`config.mk`:
```
export PLATFORM = sky130hd
export DESIGN_NAME = ecc_err_capture
export DESIGN_NICKNAME = d
export VERILOG_FILES = /design/src/rtl/ecc_cap_pkg.sv /design/src/rtl/ecc_synd_dec.sv /design/src/rtl/ecc_stat_reg.sv /design/src/rtl/ecc_err_capture.sv
export SDC_FILE = /design/constraint.sdc
export NUM_CORES = 1
export LEC_CHECK = 0
export BUFFER_PORTS_ARGS = -buffer_cell sky130_fd_sc_hd__buf_2
export CORE_MARGIN = 5
export CORE_UTILIZATION = 40
export CTS_CLUSTER_DIAMETER = 150
export DETAILED_ROUTE_END_ITERATION = 10
export PLACE_DENSITY = 0.74
export SLEW_MARGIN = 5
export SYNTH_ARGS = -nofsm -noshare
export SYNTH_HDL_FRONTEND = slang
export SYNTH_SLANG_ARGS = --single-unit
export TNS_END_PERCENT = 20
```
`constraint.sdc`:
```
create_clock -name clk_i -period 2.4 [get_ports clk_i]
set_input_delay 0.24 -clock clk_i [delete_from_list [all_inputs] [get_ports clk_i]]
set_output_delay 0.24 -clock clk_i [all_outputs]
set_load 0.05 [all_outputs]
```
`src/rtl/ecc_cap_pkg.sv`:
```
package ecc_cap_pkg;
  localparam int unsigned SYN_W   = 7;
  localparam int unsigned CHK_W   = SYN_W - 1;
  localparam int unsigned DIG_W   = CHK_W / 2;
  localparam int unsigned DIGITS  = 6;
  localparam int unsigned DATA_W  = 36;
  localparam int unsigned POS_W   = 6;
  localparam int unsigned STAT_W  = 36;

  // status word field positions (software decodes these)
  localparam int unsigned B_HELD  = 35;
  localparam int unsigned B_UNC   = 34;
  localparam int unsigned B_REFR  = 33;
  localparam int unsigned B_PAR   = 32;
  localparam int unsigned B_ENA   = 31;
  localparam int unsigned B_SYNLO = 24;
  localparam int unsigned B_PWR   = 23;
  localparam int unsigned B_FRCLO = 1;
  localparam int unsigned B_DIS   = 0;

  typedef struct packed {
    logic             corr;
    logic             uncorr;
    logic             in_chk;
    logic [POS_W-1:0] pos;
  } dec_res_t;
endpackage

```
`src/rtl/ecc_synd_dec.sv`:
```
module ecc_synd_dec
  import ecc_cap_pkg::*;
(
  input  logic             vld_i,
  input  logic [SYN_W-1:0] syn_i,
  output dec_res_t         res_o
);
  logic [CHK_W-1:0] low;
  logic             top;
  logic [DIG_W-1:0] row, col;
  logic             chk_hit, dat_hit;
  logic [POS_W-1:0] chk_pos, dat_pos;

  assign low = syn_i[CHK_W-1:0];
  assign top = syn_i[SYN_W-1];
  assign row = low[CHK_W-1:DIG_W];
  assign col = low[DIG_W-1:0];

  // check-bit code: one-hot lower field, or empty lower field = parity bit
  always_comb begin
    chk_hit = $onehot0(low);
    chk_pos = POS_W'(CHK_W);
    for (int i = 0; i < int'(CHK_W); i++) begin
      if (low[i]) chk_pos = POS_W'(i);
    end
  end

  // data code: both octal digits in 1..DIGITS, rows of DIGITS from the top bit
  always_comb begin
    int p;
    dat_hit = (row != '0) && (int'(row) <= int'(DIGITS)) &&
              (col != '0) && (int'(col) <= int'(DIGITS));
    p       = int'(DATA_W) + int'(DIGITS) - int'(DIGITS) * int'(row) - int'(col);
    dat_pos = dat_hit ? POS_W'(p) : '0;
  end

  always_comb begin
    res_o        = '0;
    res_o.corr   = vld_i && top && (chk_hit || dat_hit);
    res_o.uncorr = vld_i && (syn_i != '0) && !res_o.corr;
    res_o.in_chk = res_o.corr && !dat_hit;
    if (res_o.corr) res_o.pos = dat_hit ? dat_pos : chk_pos;
  end
endmodule

```
`src/rtl/ecc_stat_reg.sv`:
```
module ecc_stat_reg
  import ecc_cap_pkg::*;
#(
  parameter int unsigned ADDR_W = 22
) (
  input  logic              clk_i,
  input  logic              rst_ni,
  input  logic              cap_i,
  input  logic [SYN_W-1:0]  cap_syn_i,
  input  logic [ADDR_W-1:0] cap_addr_i,
  input  logic              cap_unc_i,
  input  logic              refr_set_i,
  input  logic              par_set_i,
  input  logic              pwr_set_i,
  input  logic              wr_en_i,
  input  logic [STAT_W-1:0] wr_data_i,
  output logic [STAT_W-1:0] stat_o,
  output logic [CHK_W:0]    force_chk_o,
  output logic              ecc_dis_o
);
  logic              held_q, unc_q, refr_q, par_q, pwr_q, dis_q;
  logic [CHK_W:0]    frc_q;
  logic [SYN_W-1:0]  syn_q;
  logic [ADDR_W-1:0] addr_q;
  logic              clr_held, take;

  assign clr_held = wr_en_i && wr_data_i[B_HELD];
  assign take     = cap_i && (!held_q || clr_held);

  always_ff @(posedge clk_i or negedge rst_ni) begin
    if (!rst_ni) begin
      held_q <= 1'b0;
      unc_q  <= 1'b0;
      syn_q  <= '0;
      addr_q <= '0;
    end else if (take) begin
      held_q <= 1'b1;
      unc_q  <= cap_unc_i;
      syn_q  <= cap_syn_i;
      addr_q <= cap_addr_i;
    end else if (clr_held) begin
      held_q <= 1'b0;
    end
  end

  always_ff @(posedge clk_i or negedge rst_ni) begin
    if (!rst_ni) begin
      refr_q <= 1'b0;
      pwr_q  <= 1'b0;
      par_q  <= 1'b0;
    end else begin
      if (refr_set_i)                       refr_q <= 1'b1;
      else if (wr_en_i && wr_data_i[B_REFR]) refr_q <= 1'b0;
      if (pwr_set_i)                        pwr_q  <= 1'b1;
      else if (wr_en_i && wr_data_i[B_PWR])  pwr_q  <= 1'b0;
      if (par_set_i)                        par_q  <= 1'b1;
      else if (wr_en_i)                     par_q  <= wr_data_i[B_PAR];
    end
  end

  always_ff @(posedge clk_i or negedge rst_ni) begin
    if (!rst_ni) begin
      frc_q <= '0;
      dis_q <= 1'b0;
    end else if (wr_en_i) begin
      frc_q <= wr_data_i[B_FRCLO +: CHK_W+1];
      dis_q <= wr_data_i[B_DIS];
    end
  end

  always_comb begin
    stat_o                       = '0;
    stat_o[B_HELD]               = held_q;
    stat_o[B_UNC]                = unc_q;
    stat_o[B_REFR]               = refr_q;
    stat_o[B_PAR]                = par_q;
    stat_o[B_ENA]                = !dis_q;
    stat_o[B_SYNLO +: SYN_W]     = syn_q;
    stat_o[B_PWR]                = pwr_q;
    stat_o[ADDR_W-1:0]           = addr_q;
  end

  assign force_chk_o = frc_q;
  assign ecc_dis_o   = dis_q;
endmodule

```
`src/rtl/ecc_err_capture.sv`:
```
module ecc_err_capture
  import ecc_cap_pkg::*;
#(
  parameter int unsigned ADDR_W = 22
) (
  input  logic              clk_i,
  input  logic              rst_ni,
  input  logic              evt_valid_i,
  input  logic [SYN_W-1:0]  evt_syn_i,
  input  logic [ADDR_W-1:0] evt_addr_i,
  input  logic              evt_uncorr_i,
  input  logic              evt_refresh_i,
  input  logic              evt_parity_i,
  input  logic              pwr_low_i,
  input  logic              wr_en_i,
  input  logic [STAT_W-1:0] wr_data_i,
  output logic [POS_W-1:0]  fail_pos_o,
  output logic              fail_in_check_o,
  output logic              correctable_o,
  output logic              uncorrectable_o,
  output logic [STAT_W-1:0] stat_o,
  output logic [CHK_W:0]    force_chk_o,
  output logic              force_en_o,
  output logic              ecc_dis_o
);
  dec_res_t dec;
  logic     cap;

  ecc_synd_dec u_dec (
    .vld_i (evt_valid_i),
    .syn_i (evt_syn_i),
    .res_o (dec)
  );

  assign cap = evt_valid_i && ((evt_syn_i != '0) || evt_uncorr_i);

  ecc_stat_reg #(.ADDR_W(ADDR_W)) u_stat (
    .clk_i       (clk_i),
    .rst_ni      (rst_ni),
    .cap_i       (cap),
    .cap_syn_i   (evt_syn_i),
    .cap_addr_i  (evt_addr_i),
    .cap_unc_i   (evt_uncorr_i || dec.uncorr),
    .refr_set_i  (evt_valid_i && evt_refresh_i),
    .par_set_i   (evt_valid_i && evt_parity_i),
    .pwr_set_i   (pwr_low_i),
    .wr_en_i     (wr_en_i),
    .wr_data_i   (wr_data_i),
    .stat_o      (stat_o),
    .force_chk_o (force_chk_o),
    .ecc_dis_o   (ecc_dis_o)
  );

  assign fail_pos_o      = dec.pos;
  assign fail_in_check_o = dec.in_chk;
  assign correctable_o   = dec.corr;
  assign uncorrectable_o = dec.uncorr;
  assign force_en_o      = |force_chk_o;
endmodule

```
Yosys cells after proc, flatten, opt, wreduce, memory -nomap -nowiden --
Cells that the tools add are included.
Word-level totals: register bits 42, latch bits 0, bits in writable memories 0, ROM bits 0, input port bits 73, output and inout bits 54, word-level logic and storage cells 67, memories kept 0
Cells by class: add/subtract/negate cells 7, $mul 1, div/mod/pow operators 0, magnitude comparators 3, eq/ne operators 0, shift operators 0, muxes and demuxes 16, bitwise gates (word level) 0, reduce and logical (&&, ||, !) cells 31
Operators with widths (count):
- 2-to-1 mux 3 bit | 6
- logical AND 1 bit | 15
- 2-to-1 mux 6 bit | 2
- 2-to-1 mux 1 bit | 8
- nonzero test 2 bit | 4
- nonzero test 7 bit | 1
- OR reduction 7 bit | 1
- adder 1 x 1 -> 2 bit | 3
- adder 3 bit | 2
- less-or-equal comparator 3 bit, second input constant | 2
- nonzero test 3 bit | 2
- subtractor 6 x 4 -> 6 bit | 1
- subtractor 6 bit, first input constant | 1
- multiplier 2 x 3 -> 5 bit, first input constant | 1
- zero test 1 bit | 4
- logical OR 1 bit | 4
- less-or-equal comparator 3 x 1 -> 1 bit, second input constant | 1

Longest topological paths before layout --
Gate-level depths: netlist of the first run.
word-level depth 9, mapped depth 9, mapped depth without buffers 9

Hierarchy --
A second synthesis of the first run with hierarchy kept.
Second synthesis, totals: cells, all modules 251, area, all modules 2706.3 µm²
By module, submodules not included:
- ecc_stat_reg | times used 1, cells an instance 172, area each 2059.5 µm², seq. area each 1051.0 µm²
- ecc_synd_dec | times used 1, cells an instance 70, area each 593.1 µm², seq. area each 0.0 µm²
- ecc_err_capture | times used 1, cells an instance 9, area each 53.8 µm², seq. area each 0.0 µm²

Worst setup path before layout of the first run --
Ideal clock, no wire load.
path type input to output, start point in evt_syn_i[4], end point out fail_pos_o[0], data arrival time 3.076 ns, required time 2.160 ns, slack -0.916 ns, stages 8, buffers on the path 0, cells stage by stage inv_1 > ha_1 > fa_1 > ha_1 > xor2_1 > or3_1 > o21a_1 > a211oi_1
Between the ends: longest elaborated chain between the ends 7, elaborated cells between the ends (all ways) 14, those cells by class add/sub: 2; order compare: 2; mux: 4; reduce/logical: 6
RTL lines:
- from (decl) | line ecc_err_capture.sv:9 | input logic [SYN_W-1:0] evt_syn_i,
- parallel branches: the longest is 6 deep, another holds adder 3 bit
- 2-to-1 mux 6 bit * | line ecc_synd_dec.sv:42 | if (res_o.corr) res_o.pos = dat_hit ? dat_pos : chk_pos;
- to (decl) | line ecc_err_capture.sv:17 | output logic [POS_W-1:0] fail_pos_o,
Every way passes the cells marked *.

Final worst setup path of the first run --
Ends and elaborated chain as after synthesis.

==> run metrics, run 1 <==
Root Buffer clkbuf_8; Non-Filler Instances 384; first-pass GRT wire length 8900 um; Crit. End Element output pin; HP Class input pin to asynchronous set/reset pin; setup TNS after final layout -0.266 ns; worst slew pin tran 0.899 ns; Pwr Density 739 nW/um^2; antenna cell count 0; Worst path slowest cell fa_2; Die Footprint 7190 sq um; final net count 406; hold buffer count at cts 0; Top Ports 127; Post-synth EDFFs 0; failing checks setup timing; placed cells 373; yosys synthesis warning count 0; Data arrival, critical path 2.24 ns; Clock Skews 0.00297 ns; Clock Sinks 42; Initial Util 40.9%; Syn Nets 284; capturing point of the worst reg2reg path u_stat.addr_q[0]$_DFFE_PN0P_; cells after synthesis 189; total CTS buffers 5; H-tree depth 2; WP data required 2.16 ns; share of layout cells above drive strength 1 56.1%; WS Path Type input pin to output pin; WL per Instance 14.3 um; Lkg Pwr 1.59 nW; total grt overflow 0; largest net degree at the start of global routing 43; MaxCap Viol Count 0; CTS tree done; Max Transition Viols Final 0; critical path launch point type input pin; final WL 5510 um; first-pass iteration count of the detailed router 4; # DRC 0; DRT antenna net count 0; Vias 1,825; fmax 0.403 GHz; Placer Congestion 0.853; CP dominant cell by count ha_4; Worst-Skew Late Latency 0.28 ns; r2r setup slk 0.92 ns; iteration-0 DRC count of the detailed router 28; Hold Vio Cnt, Final 0; vias in the first global route 1,848; Yosys cell types 40; Clock Pin Slew Worst Setup and Hold Paths 0.08 ns; worst-path maximum fanout 5; status complete, but fails checks; die width 84.8 um; Peak supply drop 0.000378 V; Final period util 103%; Clock Path Buffers 2; initial antenna violation count 0; post-synthesis sequential area ratio 47.0%; Seq cells post-synth 42; area of the mapped netlist 2240 sq um; ys async rst share 100%; Most used DFF post-synth dfrtp_1; Area Overhead vs Synth 47.1%; crit-path cells buf_8, clkinvlp_4, ha_4, fa_2, ha_4, xor2_1, or3_4, o21a_4, a211oi_4, buf_6; # setup viols final 4; Die Y 84.8 um; total track usage 15.5%; unrepaired setup endpoints after global routing true; Slowest Stage Delay on Critical Path 0.40 ns; setup ws final -0.0807 ns; port bufs 101; Reg2Reg Launch Point u_stat.held_q$_DFFE_PN0P_; Slew HR 40.1%; syn avg cell area 11.8 sq um; via-per-instance ratio 4.75; Row Count 27; HPWL after DPL 4250 um; Core Area 5470 sq um; Reg2Reg Depth 4; final worst path period need 2.48 ns
==> flip-flops by register name, indices dropped and copies added (netlist names) <==
register	cells
u_stat.pwr_q	1
u_stat.held_q	1
u_stat.force_chk_o	7
u_stat.unc_q	1
u_stat.addr_q	22
u_stat.par_q	1
u_stat.ecc_dis_o	1
u_stat.refr_q	1
u_stat.syn_q	7
==> synthesized netlist by cell type, types with 2 or more instances <==
library cell,n,area (sq um)
a211oi_1,4,30.0
a21o_1,2,15.0
a21oi_1,5,25.0
buf_4,8,60.1
clkbuf_1,2,7.51
dfrtp_1,42,1050
fa_1,4,80.1
ha_1,18,225
inv_1,14,52.6
mux2_1,18,203
mux2_2,12,135
nand2_1,14,52.6
nor2_1,5,18.8
nor3_1,4,20.0
o21ai_0,10,50.1
xnor2_1,2,17.5
xor2_1,2,17.5
==> placed cells by master, fill, tap and decap left out, drive strengths merged, types with 3 or more instances in the layout <==
cell	count
fa	4
a211oi	4
nor3	4
a21oi	5
buf	127
o21ai	10
mux2	30
clkbuf	6
ha	18
dfrtp	42
clkinvlp	3
nor2	5
inv	12
nand2	14
==> worst max-delay path, delay by kind of cell <==
| family | cells | cell delay, ns |
|---|---|---|
| adders and majority gates | 3 | 0.81 |
| AOI/OAI and AO/OA | 2 | 0.33 |
| buffers and inverters | 3 | 0.41 |
| and+or+nand+nor | 1 | 0.33 |
| xor gates and xnor gates | 1 | 0.13 |
==> area by class of cell <==
cell class | count | area (sq um)
clock buffers | 6 | 82.6
inverters | 14 | 60.1
clock inverters | 2 | 12.5
flip-flops and latches | 42 | 1050
fillers | 463 | 2180
repair buffers | 127 | 776
well taps | 72 | 90.1
multi-input cells | 121 | 1220
==> logic make-up after synthesis <==
kind of cell	share of synthesized area [%]
flops	47.0
simple gates	8.22
mux	15.1
compound gates	8.27
buf+inv	6.09
fa+ha+maj	13.6
xor+xnor	1.57
other cells	0.168
==> through the flow <==
| step | area [sq um] | power [mW] | worst slack [ns] | hold WS (ns) | utilization [%] |
|---|---|---|---|---|---|
| 3_5_place_dp | 3010 | 1.94 | -0.270 | 0.418 | 55.0 |
| 4_1_cts | 3270 | 2.46 | -0.121 | 0.107 | 59.8 |
| 6_report | 3290 | 2.43 | -0.0807 | 0.0802 | 60.2 |
| 2_1_floorplan | 2330 | 1.65 | -0.166 | -0.0556 | - |
| 5_1_grt | 3290 | 2.57 | -0.145 | 0.144 | 60.2 |
| 3_3_place_gp | 3010 | 1.92 | -0.230 | 0.413 | 55.0 |
==> metal layers <==
layer | track usage, % | wire length [um]
met1 | 19.7 | 2530
met2 | 25.0 | 2470
met3 | 5.00 | 445
met4 | 5.32 | 59
met5 | 0 | 0
==> what timing repair did <==
action,4_1_cts,5_1_grt
gates resized for setup,35,4
endpoints found under the hold margin,0,0
endpoints found under the setup margin,9,9
pin swaps,8,5
buffers inserted,2,1
==> worst max path at each step <==
stage | start | end | cells past startpoint
floorplan | evt_syn_i[4] | fail_pos_o[5] | 8
global placement | evt_syn_i[2] | fail_pos_o[2] | 10
detailed placement | evt_syn_i[4] | fail_pos_o[2] | 9
CTS | evt_syn_i[4] | fail_pos_o[2] | 8
global route | evt_syn_i[4] | fail_pos_o[0] | 10
finish | evt_syn_i[4] | fail_pos_o[0] | 10
==> power breakdown <==
group	internal [mW]	switching, mW
sequential	0.827	0.0567
combinational	0.341	0.752
clock	0.231	0.225
No activity file was read; power rests on OpenSTA's default activity.
==> run 2, diff against run 1 <==
--- a/config.mk
+++ b/config.mk
@@ -10,9 +10,10 @@
 export CORE_UTILIZATION = 40
 export CTS_CLUSTER_DIAMETER = 150
 export DETAILED_ROUTE_END_ITERATION = 10
-export PLACE_DENSITY = 0.74
+export PLACE_DENSITY = 0.7
 export SLEW_MARGIN = 5
 export SYNTH_ARGS = -nofsm -noshare
 export SYNTH_HDL_FRONTEND = slang
+export SYNTH_HIERARCHICAL = 1
 export SYNTH_SLANG_ARGS = --single-unit
 export TNS_END_PERCENT = 20
==> run 2 against run 1 <==
Against the previous run:
- the flow still finishes with violations (setup timing)
- critical path depth is 3 higher
- fmax is 25% lower
- synthesized cell count grew 33%
- combinational power is 9% higher
- synthesized area grew 21%
- power rose by 13%
- global-route usage grew 0.71 points
- sequential power down 1%
- non-clock buffer count is 6 lower
- wire length increased by 18%
- largest cell class unchanged
- largest power group unchanged
- highest routed layer unchanged
==> run metrics, run 2 <==
CP dominant cell by count fa_1; area of the mapped netlist 2710 sq um (+21%); HPWL after DPL 4830 um (+13%); register share of total power 31.9% (-4.4 points); post-synthesis sequential area ratio 38.8% (-8.1 points); Yosys cell types 40 (unchanged); Pwr Density 755 nW/um^2 (+2.1%); share of layout cells above drive strength 1 52.9% (-3.2 points); WP data required 2.16 ns (about the same); Clock Pin Slew Worst Setup and Hold Paths 0.08 ns (about the same); Clock Skews 0.00443 ns (+0.00146 ns); Int Pwr 1.66 mW (+19%); syn avg cell area 10.8 sq um (-9.0%); Top Ports 127 (unchanged); DRT antenna net count 0 (unchanged); Clock Sinks 42 (unchanged); Seq cells post-synth 42 (unchanged); MaxCap Viol Count 0 (unchanged); # setup viols final 10 (+6); cells after synthesis 251 (+33%); commonest non-fill, non-tap cell in the layout buf_2; setup TNS after final layout -5.48 ns (-5.22 ns); Design Power 2.74 mW (+13%); fmax 0.302 GHz (-25%); final net count 451 (+11%); design area 3640 sq um (+10%); initial antenna violation count 0 (unchanged); first-pass iteration count of the detailed router 4 (unchanged); top cell type's share of synthesized area 38.8% (-8.1 points); Sw Pwr 1.08 mW (+4.8%); Clock Path Buffers 2 (unchanged); final WL 6490 um (+18%); H-tree depth 2 (unchanged); # DRC 0 (unchanged); Vias 2,197 (+20%); Data arrival, critical path 3.07 ns (+0.83 ns); failing checks setup timing; setup ws final -0.909 ns (-0.828 ns); via-per-instance ratio 4.98 (+4.8%); Worst-Skew Late Latency 0.28 ns (about the same); Lkg Pwr 1.82 nW (+14%); ys async rst share 100% (unchanged); Worst setup startpoint evt_syn_i[0]; first-pass GRT wire length 11,300 um (+27%); worst slew pin tran 1.10 ns (+0.200 ns); CTS tree done; Core Area 6680 sq um (+22%); vias in the first global route 2,344 (+27%); Slowest Stage Delay on Critical Path 0.55 ns (+0.15 ns); Hold Vio Cnt, Final 0 (unchanged); most flop-heavy register u_stat/addr_q; max FFs per register 22 (unchanged); Area Overhead vs Synth 34.4%; Placer Congestion 0.809 (-5.1%); Worst path slowest cell fa_1; total track usage 16.3% (+0.71 points); Reg2Reg Launch Point u_stat/held_q$_DFFE_PN0P_; largest net degree at the start of global routing 43 (unchanged); Clock power frac 24.8% (+6.0 points); Place WS -0.990 ns (-0.719 ns); Row Count 30 (+11%); most frequent cell after synthesis inv_1; Slew HR 26.6% (-13 points); Initial Util 40.5% (-0.40 points); Syn Nets 342 (+20%); HP Class input pin to asynchronous set/reset pin; Peak supply drop 0.000314 V (-17%); Max Transition Viols Final 0 (unchanged); die width 92.3 um (+8.8%); total grt overflow 0 (unchanged); top post-synthesis cells by count 47 x inv_1, 42 x dfrtp_1, 39 x nand2_1; critical path launch point type input pin; antenna cell count 0 (unchanged); Die Footprint 8510 sq um (+18%); crit-path cells buf_6, fa_1, inv_1, fa_1, inv_1, ha_2, inv_2, fa_1, nand4_1, buf_4, or2_4, mux2i_4, buf_6; port bufs 101 (unchanged); Root Buffer clkbuf_8; Crit. End Element output pin; total CTS buffers 5 (unchanged); iteration-0 DRC count of the detailed router 64 (+130%); WS Path Type input pin to output pin; Combinational Power Share 43.3% (-1.6 points); yosys synthesis warning count 6 (+6); unrepaired setup endpoints after global routing true; Reg2Reg Depth 2 (-2); status complete, but fails checks; hold buffer count at cts 0 (unchanged); most frequent cells in the layout 90 x buf_2, 46 x inv_1, 42 x dfrtp_1, 37 x nand2_1, 30 x o32ai_2; Final period util 138% (+35 points); final worst path period need 3.31 ns (+0.828 ns); switching share of power 39.5% (-3.0 points); Synth area leaders dfrtp_1 39%, o32ai_2 18%, inv_1 6.5%; Die Y 92.3 um (+8.8%); Most used DFF post-synth dfrtp_1; worst-path maximum fanout 3 (-2); Post-synth EDFFs 0 (unchanged); WL per Instance 14.7 um (+2.7%); Yosys top cell by area dfrtp_1; Post-DP Area 3380 sq um (+12%)
run 2: changes by cell type in the layout (fill, tap and decap cells not counted), sizes merged, moves of 3 or more:
cell,delta
nand2,+25
mux2,-21
inv,+36
o32ai,+30
ha,-5
o21ai,-9
clkinvlp,-3
buf,-6
a211oi,-4
or2,+3
run 2: critical path, delay by kind of cell:
kind                       cells  cell delay (ns)
and+or+nand+nor                2             0.42
buffers and inverters          6             0.64
adders and majority gates      4             1.64
muxes                          1             0.14
run 2: kinds of logic after synthesis:
logic type | synth area share (%)
buffers and inverters | 11.4
AND/OR/NAND/NOR | 10.3
AO/OA/AOI/OAI | 23.9
flip-flops | 38.8
adder cells (fa/ha/maj) | 9.71
multiplexers | 4.39
XOR/XNOR | 1.29
other | 0.139
run 2: cell type report:
class / instances / area, sq um
Fill cell: 604 / 3040
Multi-Input combinational cell: 142 / 1440
Sequential cell: 42 / 1050
Timing Repair Buffer: 121 / 724
Inverter: 48 / 180
Tap cell: 80 / 100
Clock buffer: 6 / 82.6
Clock inverter: 2 / 60.1
run 2: per-layer routing:
layer	part of all wire, %	routed length [um]	vias up	GRT usage [%]
li1	-	-	1057	-
met2	48	3130	78	27.6
met5	0	0	-	0
met4	0.74	48	0	3.71
met3	7.6	492	4	4.35
met1	43	2820	1058	20.6
run 2: timing repair:
item / CTS / global route
pin swaps: 1 / 1
gates resized for setup: 24 / 7
setup endpoints to repair: 10 / 10
buffers inserted: 1 / 1
run 2: power by group through the flow:
stage / Sequential (mW) / Clock, mW / Combinational (mW)
global placement: 0.887 / 0 / 1.13
global route: 0.891 / 0.730 / 1.27
CTS: 0.877 / 0.699 / 1.18
detailed placement: 0.891 / 0 / 1.15
finish: 0.874 / 0.682 / 1.19
floorplan: 1.25 / 0 / 0.499
run 2: path summary, 6_finish.rpt:
check / to / slack (ns)
setup / recovery: fail_pos_o[0] / -0.91
setup reg to reg: u_stat/addr_q[20]$_DFFE_PN0P_ / 0.80
hold reg to reg: u_stat/pwr_q$_DFFE_PN0P_ / 0.48
min in group clk_i: u_stat/pwr_q$_DFFE_PN0P_ / 0.12
hold / removal: u_stat/addr_q[5]$_DFFE_PN0P_ / 0.09
max in group asynchronous: u_stat/syn_q[0]$_DFFE_PN0P_ / 1.73
run 2: stage by stage:
step	util [%]	hold WS (ns)	instances
final	54.4	0.0890	441
after global routing	54.4	0.115	441
after CTS	54.0	0.119	440
after detailed placement	50.5	0.426	431
after global placement	50.5	0.419	431
after floorplan	-	-0.0556	251
==> run 3, diff against run 2 <==
--- a/config.mk
+++ b/config.mk
@@ -6,6 +6,7 @@
 export NUM_CORES = 1
 export LEC_CHECK = 0
 export BUFFER_PORTS_ARGS = -buffer_cell sky130_fd_sc_hd__buf_2
+export CORE_ASPECT_RATIO = 1.5
 export CORE_MARGIN = 5
 export CORE_UTILIZATION = 40
 export CTS_CLUSTER_DIAMETER = 150
==> run 3 against run 2 <==
Against the previous run:
- the flow still finishes with violations (setup timing)
- die area increased by 0.40%
- highest routed layer unchanged
- final cell count decreased by 0.91%
- combinational power about the same
- largest cell class unchanged
- sequential power about the same
- largest power group unchanged
- via count increased by 1.1%
- clock-buffer cell count increased by 1
- power decreased by 9.1%
==> run metrics, run 3 (same netlist as run 2, synthesis figures left out) <==
Placer Congestion 1.00 (+24%); GRT busiest layer met2; Slew HR 27.7% (+1.2 points); Worst Hold Margin 0.0796 ns (-0.00937 ns); commonest non-fill, non-tap cell in the layout buf_2; placed cells 427 (-0.93%); Worst-Skew Late Latency 0.29 ns (about the same); Lkg Pwr 1.79 nW (-1.4%); first-pass iteration count of the detailed router 4 (unchanged); Root Buffer clkbuf_8; antenna cell count 0 (unchanged); met1 usage 18.6% (-2.0 points); share of layout cells above drive strength 1 51.8% (-1.1 points); Die Y 111 um (+20%); largest net degree at the start of global routing 43 (unchanged); Row Count 36 (+20%); most flop-heavy register u_stat/addr_q; FF/Latch Area 1050 sq um (unchanged); port bufs 101 (unchanged); total CTS buffers 5 (unchanged); first-pass GRT wire length 11,700 um (+3.5%); final core utilization 54.7% (+0.29 points); Post-DP Area 3370 sq um (-0.15%); WP data required 2.16 ns (about the same); final net count 452 (+0.22%); HP Class input pin to asynchronous set/reset pin; Data arrival, critical path 3.01 ns (-0.06 ns); Non-Filler Instances 437 (-0.91%); design area 3570 sq um (-1.7%); Crit. End Element output pin; Vias 2,222 (+1.1%); die width 77.2 um (-16%); # DRC 0 (unchanged); final WL 7000 um (+7.8%); Peak supply drop 0.000276 V (-12%); Clock Pin Slew Worst Setup and Hold Paths 0.07 ns (about the same); WS Path Type input pin to output pin; DRT antenna net count 0 (unchanged); Core Area 6530 sq um (-2.2%); GR Util met3 4.55% (+0.21 points); Max Transition Viols Final 0 (unchanged); via-per-instance ratio 5.08 (+2.1%); most frequent cells in the layout 90 x buf_2, 45 x inv_1, 42 x dfrtp_1, 39 x nand2_1, 30 x o32ai_2; Die Footprint 8540 sq um (+0.40%); WL per Instance 16.0 um (+8.8%); Place WS -1.04 ns (-0.0464 ns); Initial Util 41.4% (+0.93 points); Final period util 135% (-2.5 points); Clock Sinks 42 (unchanged); met2 Usage GRT 29.0% (+1.4 points); H-tree depth 2 (unchanged); Clock Skews 0.00529 ns (+0.000864 ns); multi-input logic area 1440 sq um (-0.17%); failing checks setup timing; worst slew pin tran 1.08 ns (-0.0174 ns); status complete, but fails checks; Clock Path Buffers 2 (unchanged); MaxCap Viol Count 0 (unchanged); fmax 0.308 GHz (+1.9%); Hold Vio Cnt, Final 0 (unchanged); HPWL after DPL 5110 um (+5.9%); setup ws final -0.848 ns (+0.0610 ns); critical path launch point type input pin; Pwr Density 698 nW/um^2 (-7.5%); # fillers 564 (-6.6%); initial antenna violation count 0 (unchanged); CTS tree done; worst-path maximum fanout 2 (-1); iteration-0 DRC count of the detailed router 123 (+92%); unrepaired setup endpoints after global routing true; Area Overhead vs Synth 32.1%; # setup viols final 10 (unchanged); total track usage 16.6% (+0.36 points); Top Ports 127 (unchanged); max FFs per register 22 (unchanged); total grt overflow 0 (unchanged); vias in the first global route 2,412 (+2.9%); final worst path period need 3.25 ns (-0.0610 ns)
run 3: cell count changes in the layout (fill, tap and decap cells not counted), moves of 2 or more:
cell,change
clkbuf_1,+2
nand2_1,+2
bufinv_16,-2
nand2_2,-2
run 3: where the power goes:
| group | total (mW) | switching (mW) | internal [mW] |
|---|---|---|---|
| Clock | 0.428 | 0.228 | 0.200 |
| Combinational | 1.19 | 0.792 | 0.399 |
| Sequential | 0.876 | 0.0579 | 0.819 |
run 3: layout make-up:
cell class | instances | share of cell area (%)
Multi-Input combinational cell | 142 | 40.2
Sequential cell | 42 | 29.4
Clock buffer | 7 | 2.14
Inverter | 48 | 5.04
Tap cell | 76 | 2.66
Timing Repair Buffer | 122 | 20.6
run 3: path summary, 6_finish.rpt:
| path | slack (ns) | endpoint | depth (start not counted) | start |
|---|---|---|---|---|
| worst max-delay path | -0.85 | fail_pos_o[1] | 13 | evt_syn_i[0] |
| worst min-delay path | 0.08 | u_stat/force_chk_o[3]$_DFFE_PN0P_ | 1 | rst_ni |
| worst max register to register | 0.81 | u_stat/addr_q[4]$_DFFE_PN0P_ | 2 | u_stat/held_q$_DFFE_PN0P_ |
| worst min register to register | 0.47 | u_stat/pwr_q$_DFFE_PN0P_ | 1 | u_stat/pwr_q$_DFFE_PN0P_ |
| max in group asynchronous | 1.73 | u_stat/par_q$_DFFE_PN0P_ | 1 | rst_ni |
| min in group clk_i | 0.13 | u_stat/pwr_q$_DFFE_PN0P_ | 2 | pwr_low_i |
run 3: through the flow:
step	total power [mW]	TNS, ns
CTS	2.51	-4.81
global route	2.62	-5.91
finish	2.50	-4.99
floorplan	1.75	-4.14
global placement	2.02	-5.54
detailed placement	2.05	-5.97
run 3: what timing repair did:
action / 4_1_cts / 5_1_grt
resized for setup: 21 / 10
setup endpoints to repair: 10 / 10
endpoints found under the hold margin: 0 / 0
buffers inserted: 1 / 2
pin swaps: 2 / 1
hold buffers: 0 / 0
run 3: layer usage:
layer | vias to the layer above | part of all wire, %
met3 | 10 | 7.5
li1 | 1064 | -
met4 | 0 | 2.1
met5 | - | 0
met1 | 1073 | 36
met2 | 75 | 54
run 3: critical path, cell delays in order:
cell and delay (ns):
buf_6 0.10, fa_1 0.56, inv_2 0.04, fa_1 0.43, inv_1 0.08, ha_2 0.17, inv_2 0.04, fa_1 0.50
nand4_1 0.13, buf_4 0.17, a2111oi_4 0.20, mux2_4 0.22, buf_8 0.14
